**src/rtl/ldal_pkg.sv**
```systemverilog
// Shared definitions for the load data aligner.
// Assumes the load-type code is three bits wide and that code 7 is unused.
package ldal_pkg;

    typedef enum logic [2:0] {
        LK_BYTE_S = 3'd0,
        LK_HALF_S = 3'd1,
        LK_WORD   = 3'd2,
        LK_MERGE_HI = 3'd3,
        LK_BYTE_U = 3'd4,
        LK_HALF_U = 3'd5,
        LK_MERGE_LO = 3'd6,
        LK_UNUSED = 3'd7
    } ld_kind_e;

endpackage

```
**src/rtl/ldal_extract.sv**
```systemverilog
// Picks a byte or halfword lane out of a little-endian memory word and
// widens it to the full data width, either sign-extended or zero-extended.
// Assumes DATA_W is a power of two of at least 32. For halfwords the lowest
// offset bit is ignored; alignment is checked elsewhere.
module ldal_extract #(
    parameter int DATA_W = 32,
    localparam int NBYTES = DATA_W / 8,
    localparam int OFS_W  = $clog2(NBYTES)
) (
    input  logic [DATA_W-1:0] mem_word,
    input  logic [OFS_W-1:0]  ofs,
    input  logic              is_half,
    input  logic              sext,
    output logic [DATA_W-1:0] lane_out
);

    logic [OFS_W-1:0]  sel_ofs;
    logic [DATA_W-1:0] shifted;
    logic [7:0]        b_lane;
    logic [15:0]       h_lane;

    // Lane select: clear bit 0 for halfwords, then shift the lane down.
    always_comb begin
        sel_ofs = is_half ? {ofs[OFS_W-1:1], 1'b0} : ofs;
        shifted = mem_word >> {sel_ofs, 3'b000};
        b_lane  = shifted[7:0];
        h_lane  = shifted[15:0];
    end

    // Widening: replicate the lane's top bit or fill with zeros.
    always_comb begin
        if (is_half)
            lane_out = {{(DATA_W-16){sext & h_lane[15]}}, h_lane};
        else
            lane_out = {{(DATA_W-8){sext & b_lane[7]}}, b_lane};
    end

endmodule

```
**src/rtl/ldal_merge.sv**
```systemverilog
// Forms the partial unaligned word loads on a little-endian word. Merge-high
// moves the low memory bytes into the top register bytes. Merge-low moves the
// high memory bytes into the bottom register bytes. In both cases the register
// bytes that are not written keep their old value.
// Assumes mem_word is the aligned word holding the addressed byte.
module ldal_merge #(
    parameter int DATA_W = 32,
    localparam int NBYTES = DATA_W / 8,
    localparam int OFS_W  = $clog2(NBYTES)
) (
    input  logic [DATA_W-1:0] mem_word,
    input  logic [DATA_W-1:0] old_reg,
    input  logic [OFS_W-1:0]  ofs,
    input  logic              use_high,
    output logic [DATA_W-1:0] merged
);

    localparam logic [OFS_W-1:0] TOP_LANE = OFS_W'(NBYTES - 1);

    logic [OFS_W-1:0]  pivot;
    logic [DATA_W-1:0] hi_shift;
    logic [DATA_W-1:0] lo_shift;

    // Pivot lane and the two shifted copies of the memory word.
    always_comb begin
        pivot    = TOP_LANE - ofs;
        hi_shift = mem_word << {pivot, 3'b000};
        lo_shift = mem_word >> {ofs, 3'b000};
    end

    for (genvar j = 0; j < NBYTES; j++) begin : g_lane
        logic take_mem;
        // Per-lane choice between a memory byte and the old register byte.
        always_comb begin
            take_mem = use_high ? (OFS_W'(j) >= pivot) : (OFS_W'(j) <= pivot);
            if (!take_mem)
                merged[8*j +: 8] = old_reg[8*j +: 8];
            else if (use_high)
                merged[8*j +: 8] = hi_shift[8*j +: 8];
            else
                merged[8*j +: 8] = lo_shift[8*j +: 8];
        end
    end

endmodule

```
**src/rtl/load_aligner.sv**
```systemverilog
// Load writeback aligner: decodes the load code, takes the result from the
// lane extractor, the merge unit or the raw word, and registers it together
// with a valid flag. Assumes a synchronous active-low reset, and that the
// output register loads only when in_valid is high.
module load_aligner #(
    parameter int DATA_W = 32,
    localparam int NBYTES = DATA_W / 8,
    localparam int OFS_W  = $clog2(NBYTES)
) (
    input  logic              clk,
    input  logic              rst_n,
    input  logic              in_valid,
    input  logic [2:0]        load_kind,
    input  logic [OFS_W-1:0]  addr_lo,
    input  logic [DATA_W-1:0] mem_word,
    input  logic [DATA_W-1:0] old_reg,
    output logic              out_valid,
    output logic [DATA_W-1:0] out_data
);
    import ldal_pkg::*;

    ld_kind_e          kind;
    logic              is_half;
    logic              sext;
    logic              use_high;
    logic [DATA_W-1:0] lane_val;
    logic [DATA_W-1:0] merge_val;
    logic [DATA_W-1:0] next_data;

    // Decode of the load code into control for the two datapath units.
    always_comb begin
        kind     = ld_kind_e'(load_kind);
        is_half  = (kind == LK_HALF_S) || (kind == LK_HALF_U);
        sext     = (kind == LK_BYTE_S) || (kind == LK_HALF_S);
        use_high = (kind == LK_MERGE_HI);
    end

    ldal_extract #(.DATA_W(DATA_W)) u_extract (
        .mem_word (mem_word),
        .ofs      (addr_lo),
        .is_half  (is_half),
        .sext     (sext),
        .lane_out (lane_val)
    );

    ldal_merge #(.DATA_W(DATA_W)) u_merge (
        .mem_word (mem_word),
        .old_reg  (old_reg),
        .ofs      (addr_lo),
        .use_high (use_high),
        .merged   (merge_val)
    );

    // Result select by load code; the unused code yields zero.
    always_comb begin
        unique case (kind)
            LK_BYTE_S, LK_BYTE_U,
            LK_HALF_S, LK_HALF_U:     next_data = lane_val;
            LK_WORD:                  next_data = mem_word;
            LK_MERGE_HI, LK_MERGE_LO: next_data = merge_val;
            default:                  next_data = '0;
        endcase
    end

    // Output stage: capture on in_valid, valid trails in_valid by one clock.
    always_ff @(posedge clk) begin
        if (!rst_n) begin
            out_valid <= 1'b0;
            out_data  <= '0;
        end else begin
            out_valid <= in_valid;
            if (in_valid)
                out_data <= next_data;
        end
    end

endmodule

```
**config.mk**
```make
export PLATFORM = sky130hd
export DESIGN_NAME = load_aligner
export DESIGN_NICKNAME = d
export VERILOG_FILES = /design/src/rtl/ldal_pkg.sv /design/src/rtl/ldal_extract.sv /design/src/rtl/ldal_merge.sv /design/src/rtl/load_aligner.sv
export SDC_FILE = /design/constraint.sdc
export NUM_CORES = 1
export LEC_CHECK = 0
export BUFFER_PORTS_ARGS = -buffer_cell sky130_fd_sc_hd__buf_2
export CAP_MARGIN = 20
export CORE_MARGIN = 5
export CORE_UTILIZATION = 40
export DETAILED_ROUTE_END_ITERATION = 10
export GPL_TIMING_DRIVEN = 0
export SYNTH_ARGS = -nofsm -noshare
export SYNTH_HDL_FRONTEND = slang
export SYNTH_HIERARCHICAL = 1
export SYNTH_SLANG_ARGS = --single-unit
```
**constraint.sdc**
```tcl
create_clock -name clk -period 3.3 [get_ports clk]
set_input_delay 0.66 -clock clk [delete_from_list [all_inputs] [get_ports clk]]
set_output_delay 0.66 -clock clk [all_outputs]
set_load 0.02 [all_outputs]
```
==> metrics.md, run 1 <==
| Metric | Value |
|---|---|
| Status | `finished, final reports clean` |
| RSZ-0062 raised after global routing | `false` |
| Max Root-Sink Buffers | `2` |
| Avg Inst Size Synth | `9.611 um^2` |
| Root Driver | `clkbuf_8` |
| CTS H-Tree Depth | `2` |
| Synth top area share | `19.69%` |
| GRT Overall Usage | `24.73%` |
| Hold buffer count at CTS | `0` |
| Number of buffers created by CTS | `5` |
| Crit-path max cell delay | `0.42 ns` |
| CORE AREA | `10320 um^2` |
| Final Cell Area | `4994 um^2` |
| Cell depth of the worst setup path | `13` |
| Overflow after GRT | `0` |
| Fin. max-slew vios | `0` |
| FF+latch count, synth | `33` |
| RR Endpoint | `out_data[7]$_SDFFE_PN0P_` |
| Final hold vios | `0` |
| Number of synthesized flops with an enable pin | `0` |
| Placed cells | `677` |
| Vias in the first global route | `4236` |
| Crit path required time | `3.49 ns` |
| Warnings, synthesis | `6` |
| Post-synth top cells | `mux2i_1 (83), dfxtp_1 (33), inv_1 (33)` |
| Die ar. | `12700 um^2` |
| Peak Freq | `327.0 MHz` |
| Pwr Density | `285.1 nW/um^2` |
| Antenna violations before repair | `0` |
| Most used cell, CP | `buf_2` |
| Via-per-instance ratio | `5.977` |
| Drt drc | `0` |
| Final setup violating endpoints | `0` |
| Worst setup SP type | `input port` |
| Drt wl/cell | `23.21 um` |
| Via count | `4094` |
| Clk pin slew, worst setup/hold paths | `0.08 ns` |
| Ys async rst share | `0%` |
| Post-route total power | `1.424 mW` |
| Fin cells | `685` |
| Max stage delay cell, worst path | `clkbuf_1` |
| Post-CTS Setup Repair Bufs | `0` |
| Fin worst setup slack | `0.2414 ns` |
| Worst Setup SP | `load_kind[1]` |
| Port Buffers | `101` |
| Worst slack at placement | `-0.05492 ns` |
| Ant. Diodes | `0` |
| Critical path buffers and inverters | `6` |
| Placement Rows | `37` |
| CP Data Arrival Time | `3.25 ns` |
| DRT iter0 DRCs | `408` |
| Syn Inst Count | `439` |
| Clk_lat worst skew | `0.29 ns` |
| Ys flop type | `dfxtp_1` |
| Min Clock Period, post-route | `3.059 ns` |
| Crit path max fanout | `10` |
| CP top delay family | `buffers and inverters` |
| Worst Reg-to-Reg Cells | `1` |
| Hpwl dp | `12110 um` |
| Final RePlAce weighted congestion | `0.9299` |
| Top cells by area, synth | `mux2i_1 (20%), dfxtp_1 (16%), o221ai_2 (7.8%), a32o_1 (7.6%), or2_1 (4.7%)` |
| Lkg Pwr | `2.453 nW` |
| Fraction of layout cells with a size suffix above 1 | `39.89%` |
| Synth-to-Final Area Change | `18.36%` |
| Largest net degree at the start of global routing | `14` |
| Fin nets | `620` |
| Die height | `112.7 um` |
| Io pins | `105` |
| Hold Path Class | `reg -> reg` |
| Crit Path Class | `in -> reg` |
| Max-slew headroom | `45.95%` |
| First-pass GRT wire length | `24520 um` |
| Die extent in x | `112.7 um` |
| MaxCap Viol Count | `0` |
| Worst Setup EP | `out_data[22]$_SDFFE_PN0P_` |
| WHS | `0.4630 ns` |
| CTS tree | `yes` |
| Slew @ Worst Pin | `0.8107 ns` |
| Drt pass-1 iters | `5` |
| Initial core utilization | `40.87%` |
| Post-place instance area | `4911 um^2` |
| Filler Cell Count | `1005` |
| Post-CTS sizing | `0` |
| Clock sink count | `33` |
| Worst Skew | `0 ns` |
| Peak VDD IR | `144.1 uV` |
| Fin crit share | `92.68%` |
| Routed WL | `15900 um` |
| Count leader, synth | `mux2i_1` |
| Post-synthesis cell area | `4219 um^2` |
| Syn nets | `511` |
| Post-route ant nets | `0` |
| Largest area contributor in the netlist | `mux2i_1` |
| Reg2Reg Launch Point | `out_data[7]$_SDFFE_PN0P_` |
| Cells along the critical path | `buf_2 -> clkbuf_4 -> buf_2 -> nand2_1 -> nor2_1 -> buf_2 -> buf_2 -> clkbuf_1 -> a21o_1 -> o221ai_1 -> mux2i_1 -> o221ai_2 -> a32o_1` |
| Register area share after synthesis | `15.66%` |
| Synth cell types | `43` |
| Worst Setup End Kind | `register` |
| Worst R2R Setup Slack | `2.65 ns` |
cells in the final DEF (no fill, tap or decap), types with 8 or more instances in the layout:
cell type	count
o221ai_1	16
inv_1	33
mux2_2	14
a32o_1	32
clkbuf_1	10
or2_1	32
buf_4	16
o21ai_0	8
a211oi_1	12
dfxtp_1	33
buf_6	11
mux2i_1	83
nor2b_1	8
buf_2	117
mux2_4	9
o221ai_2	22
a21o_1	18
sequential cells by signal (all words and copies together) (netlist names):
name,cells
out_valid,1
out_data,32
logic make-up (layout without fill, tap and decap cells):
logic type             count (synthesis)  count (layout)  synth area share (%)
AOI/OAI and AO/OA                    122             122                 27.37
buffers and inverters                 96             206                 13.20
DFF                                   33              33                 15.66
muxes                                122             122                 34.19
and+or+nand+nor                       66              66                 9.579
how the worst min path moves through the flow:
stage / start / endpoint / cells after the start
finish: out_data[30]$_SDFFE_PN0P_ / out_data[30]$_SDFFE_PN0P_ / 1
global route: out_data[30]$_SDFFE_PN0P_ / out_data[30]$_SDFFE_PN0P_ / 1
CTS: out_data[30]$_SDFFE_PN0P_ / out_data[30]$_SDFFE_PN0P_ / 1
detailed placement: out_data[30]$_SDFFE_PN0P_ / out_data[30]$_SDFFE_PN0P_ / 1
global placement: out_data[23]$_SDFFE_PN0P_ / out_data[23]$_SDFFE_PN0P_ / 1
floorplan: out_data[19]$_SDFFE_PN0P_ / out_data[19]$_SDFFE_PN0P_ / 1
report_power, final:
| group | internal (mW) | switching, mW |
|---|---|---|
| Combinational | 0.292 | 0.375 |
| Clock | 0.147 | 0.173 |
| Sequential | 0.425 | 0.0122 |
| Total | 0.864 | 0.560 |
through the flow:
| stage | utilization, % | TNS (ns) |
|---|---|---|
| 4_1_cts | 48.37 | 0 |
| 6_report | 48.37 | 0 |
| 5_1_grt | 48.37 | 0 |
| 2_1_floorplan | - | 0 |
| 3_5_place_dp | 47.57 | -0.09077 |
| 3_3_place_gp | 47.41 | -15.35 |
metal layers:
| layer | global-route usage, % | part of all wire (%) | vias to the layer above |
|---|---|---|---|
| met3 | 4.813 | 7.6 | 22 |
| li1 | - | - | 1897 |
| met1 | 33.56 | 44 | 2001 |
| met4 | 5.208 | 1.4 | 0 |
| met5 | 0 | 0 | - |
| met2 | 40.88 | 47 | 174 |
cell type report:
class / count / area [um^2] / area share [%]
multi-input combinational: 310 / 3007 / 60.21
sequential: 33 / 660.6 / 13.23
timing repair buffer: 102 / 516.7 / 10.35
buffer: 62 / 429.2 / 8.594
tap: 136 / 170.2 / 3.408
inverter: 34 / 127.6 / 2.556
clock buffer: 6 / 72.57 / 1.453
clock inverter: 2 / 10.01 / 0.2005
No activity file was read; power rests on OpenSTA's default activity.
==> inputs of run 2 (changes only) <==
--- a/config.mk
+++ b/config.mk
@@ -7,7 +7,7 @@
 export LEC_CHECK = 0
 export BUFFER_PORTS_ARGS = -buffer_cell sky130_fd_sc_hd__buf_2
 export CAP_MARGIN = 20
-export CORE_MARGIN = 5
+export CORE_MARGIN = 1
 export CORE_UTILIZATION = 40
 export DETAILED_ROUTE_END_ITERATION = 10
 export GPL_TIMING_DRIVEN = 0
==> metrics.md, run 2 (same netlist as run 1, synthesis figures left out) <==
| Metric | Value |
|---|---|
| Largest register FFs | `32 (unchanged)` |
| Post-CTS sizing | `0 (unchanged)` |
| Antenna violations before repair | `0 (unchanged)` |
| Top flop regs | `out_data: 32 flops, out_valid: 1 flops (unchanged)` |
| Initial core utilization | `41.05% (was 40.87%)` |
| Via-per-instance ratio | `5.959 (was 5.977)` |
| Post-place instance area | `4911 um^2 (unchanged)` |
| Crit Path Class | `in -> reg (unchanged)` |
| Routed WL | `14440 um (was 15900 um)` |
| Fin nets | `620 (unchanged)` |
| Reg2Reg Launch Point | `out_data[9]$_SDFFE_PN0P_ (was out_data[7]$_SDFFE_PN0P_)` |
| Max Root-Sink Buffers | `2 (unchanged)` |
| CP top delay family | `buffers and inverters (unchanged)` |
| Final Core Density | `48.77% (was 48.37%)` |
| Hold Path Class | `reg -> reg (unchanged)` |
| Cells along the critical path | `buf_2 -> clkbuf_4 -> buf_2 -> nand2_1 -> nor2_1 -> buf_2 -> buf_2 -> clkbuf_1 -> a21o_1 -> o221ai_1 -> mux2i_1 -> o221ai_2 -> a32o_1 (unchanged)` |
| Peak Freq | `322.6 MHz (was 327.0 MHz)` |
| Largest net degree at the start of global routing | `15 (was 14)` |
| GRT Overall Usage | `26.58% (was 24.73%)` |
| Lkg Pwr | `2.463 nW (was 2.453 nW)` |
| Crit-path max cell delay | `0.47 ns (was 0.42 ns)` |
| Max-slew headroom | `53.19% (was 45.95%)` |
| Fin. max-slew vios | `0 (unchanged)` |
| Hpwl dp | `11230 um (was 12110 um)` |
| Pwr Density | `289.3 nW/um^2 (was 285.1 nW/um^2)` |
| Die extent in x | `104.7 um (was 112.7 um)` |
| DRT iter0 DRCs | `250 (was 408)` |
| Min Clock Period, post-route | `3.100 ns (was 3.059 ns)` |
| Fraction of layout cells with a size suffix above 1 | `40.07% (was 39.89%)` |
| Fin crit share | `93.95% (was 92.68%)` |
| Final setup violating endpoints | `0 (unchanged)` |
| RR Endpoint | `out_data[9]$_SDFFE_PN0P_ (was out_data[7]$_SDFFE_PN0P_)` |
| Worst Setup SP | `load_kind[1] (unchanged)` |
| Most used cell, CP | `buf_2 (unchanged)` |
| Most frequent cells in the layout | `buf_2 (117), mux2i_1 (83), inv_1 (33), dfxtp_1 (33) (unchanged)` |
| Root Driver | `clkbuf_8 (unchanged)` |
| Synth-to-Final Area Change | `18.80% (was 18.36%)` |
| Worst Reg-to-Reg Cells | `1 (unchanged)` |
| Final Cell Area | `5012 um^2 (was 4994 um^2)` |
| DR top layer | `met4 (unchanged)` |
| Met2 WL | `6440 um (was 7449 um)` |
| Clock sink count | `33 (unchanged)` |
| Clk pin slew, worst setup/hold paths | `0.07 ns (was 0.08 ns)` |
| Via count | `4082 (was 4094)` |
| Ant. Diodes | `0 (unchanged)` |
| Drt pass-1 iters | `4 (was 5)` |
| Clk_lat worst skew | `0.29 ns (about the same)` |
| CTS H-Tree Depth | `2 (unchanged)` |
| Worst R2R Setup Slack | `2.66 ns (was 2.65 ns)` |
| Number of buffers created by CTS | `5 (unchanged)` |
| Final hold vios | `0 (unchanged)` |
| Slew @ Worst Pin | `0.7021 ns (was 0.8107 ns)` |
| Die ar. | `10960 um^2 (was 12700 um^2)` |
| Worst Skew | `0 ns (unchanged)` |
| Max stage delay cell, worst path | `clkbuf_1 (unchanged)` |
| Post-CTS Setup Repair Bufs | `0 (unchanged)` |
| Reg with most FFs | `out_data (unchanged)` |
| Vias in the first global route | `3996 (was 4236)` |
| First-pass GRT wire length | `22670 um (was 24520 um)` |
| Die height | `104.7 um (was 112.7 um)` |
| Io pins | `105 (unchanged)` |
| Met3 routed WL | `865 um (was 1209 um)` |
| Peak VDD IR | `146.9 uV (was 144.1 uV)` |
| Crit path max fanout | `10 (unchanged)` |
| Drt wl/cell | `21.08 um (was 23.21 um)` |
| Hold buffer count at CTS | `0 (unchanged)` |
| Placement Rows | `37 (unchanged)` |
| Most common cell after layout, fill and taps aside | `buf_2 (unchanged)` |
| WHS | `0.4684 ns (was 0.4630 ns)` |
| Critical path buffers and inverters | `6 (unchanged)` |
| Worst setup SP type | `input port (unchanged)` |
| Cell depth of the worst setup path | `13 (unchanged)` |
| Worst Setup EP | `out_data[21]$_SDFFE_PN0P_ (was out_data[22]$_SDFFE_PN0P_)` |
| Metal-1 WL | `6805 um (was 7023 um)` |
| Port Buffers | `101 (unchanged)` |
| CTS tree | `yes (unchanged)` |
| MaxCap Viol Count | `0 (unchanged)` |
| RSZ-0062 raised after global routing | `false (unchanged)` |
| Status | `finished, final reports clean (unchanged)` |
| Crit path required time | `3.48 ns (was 3.49 ns)` |
| CP Data Arrival Time | `3.28 ns (was 3.25 ns)` |
| CORE AREA | `10280 um^2 (was 10320 um^2)` |
| Drt drc | `0 (unchanged)` |
| Post-route ant nets | `0 (unchanged)` |
| Worst Setup End Kind | `register (unchanged)` |
| Final RePlAce weighted congestion | `0.9086 (was 0.9299)` |
| Overflow after GRT | `0 (unchanged)` |
## run 2: changes by cell type in the layout (fill, tap and decap cells not counted)
| cell | before | now |
|---|---|---|
| clkbuf_8 | 5 | 7 |
| clkinv_2 | 2 | 1 |
| clkbuf_1 | 10 | 9 |
## run 2: per-stage QoR
stage | setup TNS, ns | setup WS [ns] | power (mW) | cells
after floorplan | 0 | 0.2221 | 0.8936 | 439
after CTS | 0 | 0.2557 | 1.451 | 685
after global placement | -11.42 | -0.7305 | 1.081 | 676
final | 0 | 0.1997 | 1.450 | 685
after global routing | 0 | 0.08144 | 1.525 | 685
after detailed placement | -0.1009 | -0.05247 | 1.091 | 677
## run 2: layout make-up
cell class	instances	area [um^2]
buffer	62	429.2
clock buffer	7	96.34
clock inverter	1	5.005
fill	1048	5265
inverter	34	127.6
multi-input combinational	310	3007
sequential	33	660.6
tap	136	170.2
timing repair buffer	102	516.7
## run 2: worst min-delay path by stage
stage | slack [ns] | startpoint | end | depth (start not counted)
after floorplan | 0.59 | out_data[19]$_SDFFE_PN0P_ | out_data[19]$_SDFFE_PN0P_ | 1
after global placement | 0.45 | out_data[2]$_SDFFE_PN0P_ | out_data[2]$_SDFFE_PN0P_ | 1
after detailed placement | 0.45 | out_data[11]$_SDFFE_PN0P_ | out_data[11]$_SDFFE_PN0P_ | 1
after CTS | 0.47 | out_data[21]$_SDFFE_PN0P_ | out_data[21]$_SDFFE_PN0P_ | 1
after global routing | 0.49 | out_data[8]$_SDFFE_PN0P_ | out_data[8]$_SDFFE_PN0P_ | 1
final | 0.47 | out_data[21]$_SDFFE_PN0P_ | out_data[21]$_SDFFE_PN0P_ | 1
## run 2: report_power, final
part	switching (mW)	internal (mW)	total, mW
Clock	0.167	0.189	0.357
Sequential	0.0125	0.425	0.438
Combinational	0.364	0.292	0.656
## run 2: layer usage
layer,track usage [%],vias up
met1,37.76,1980
li1,-,1899
met5,0,-
met2,41.77,185
met3,2.994,18
met4,8.551,0
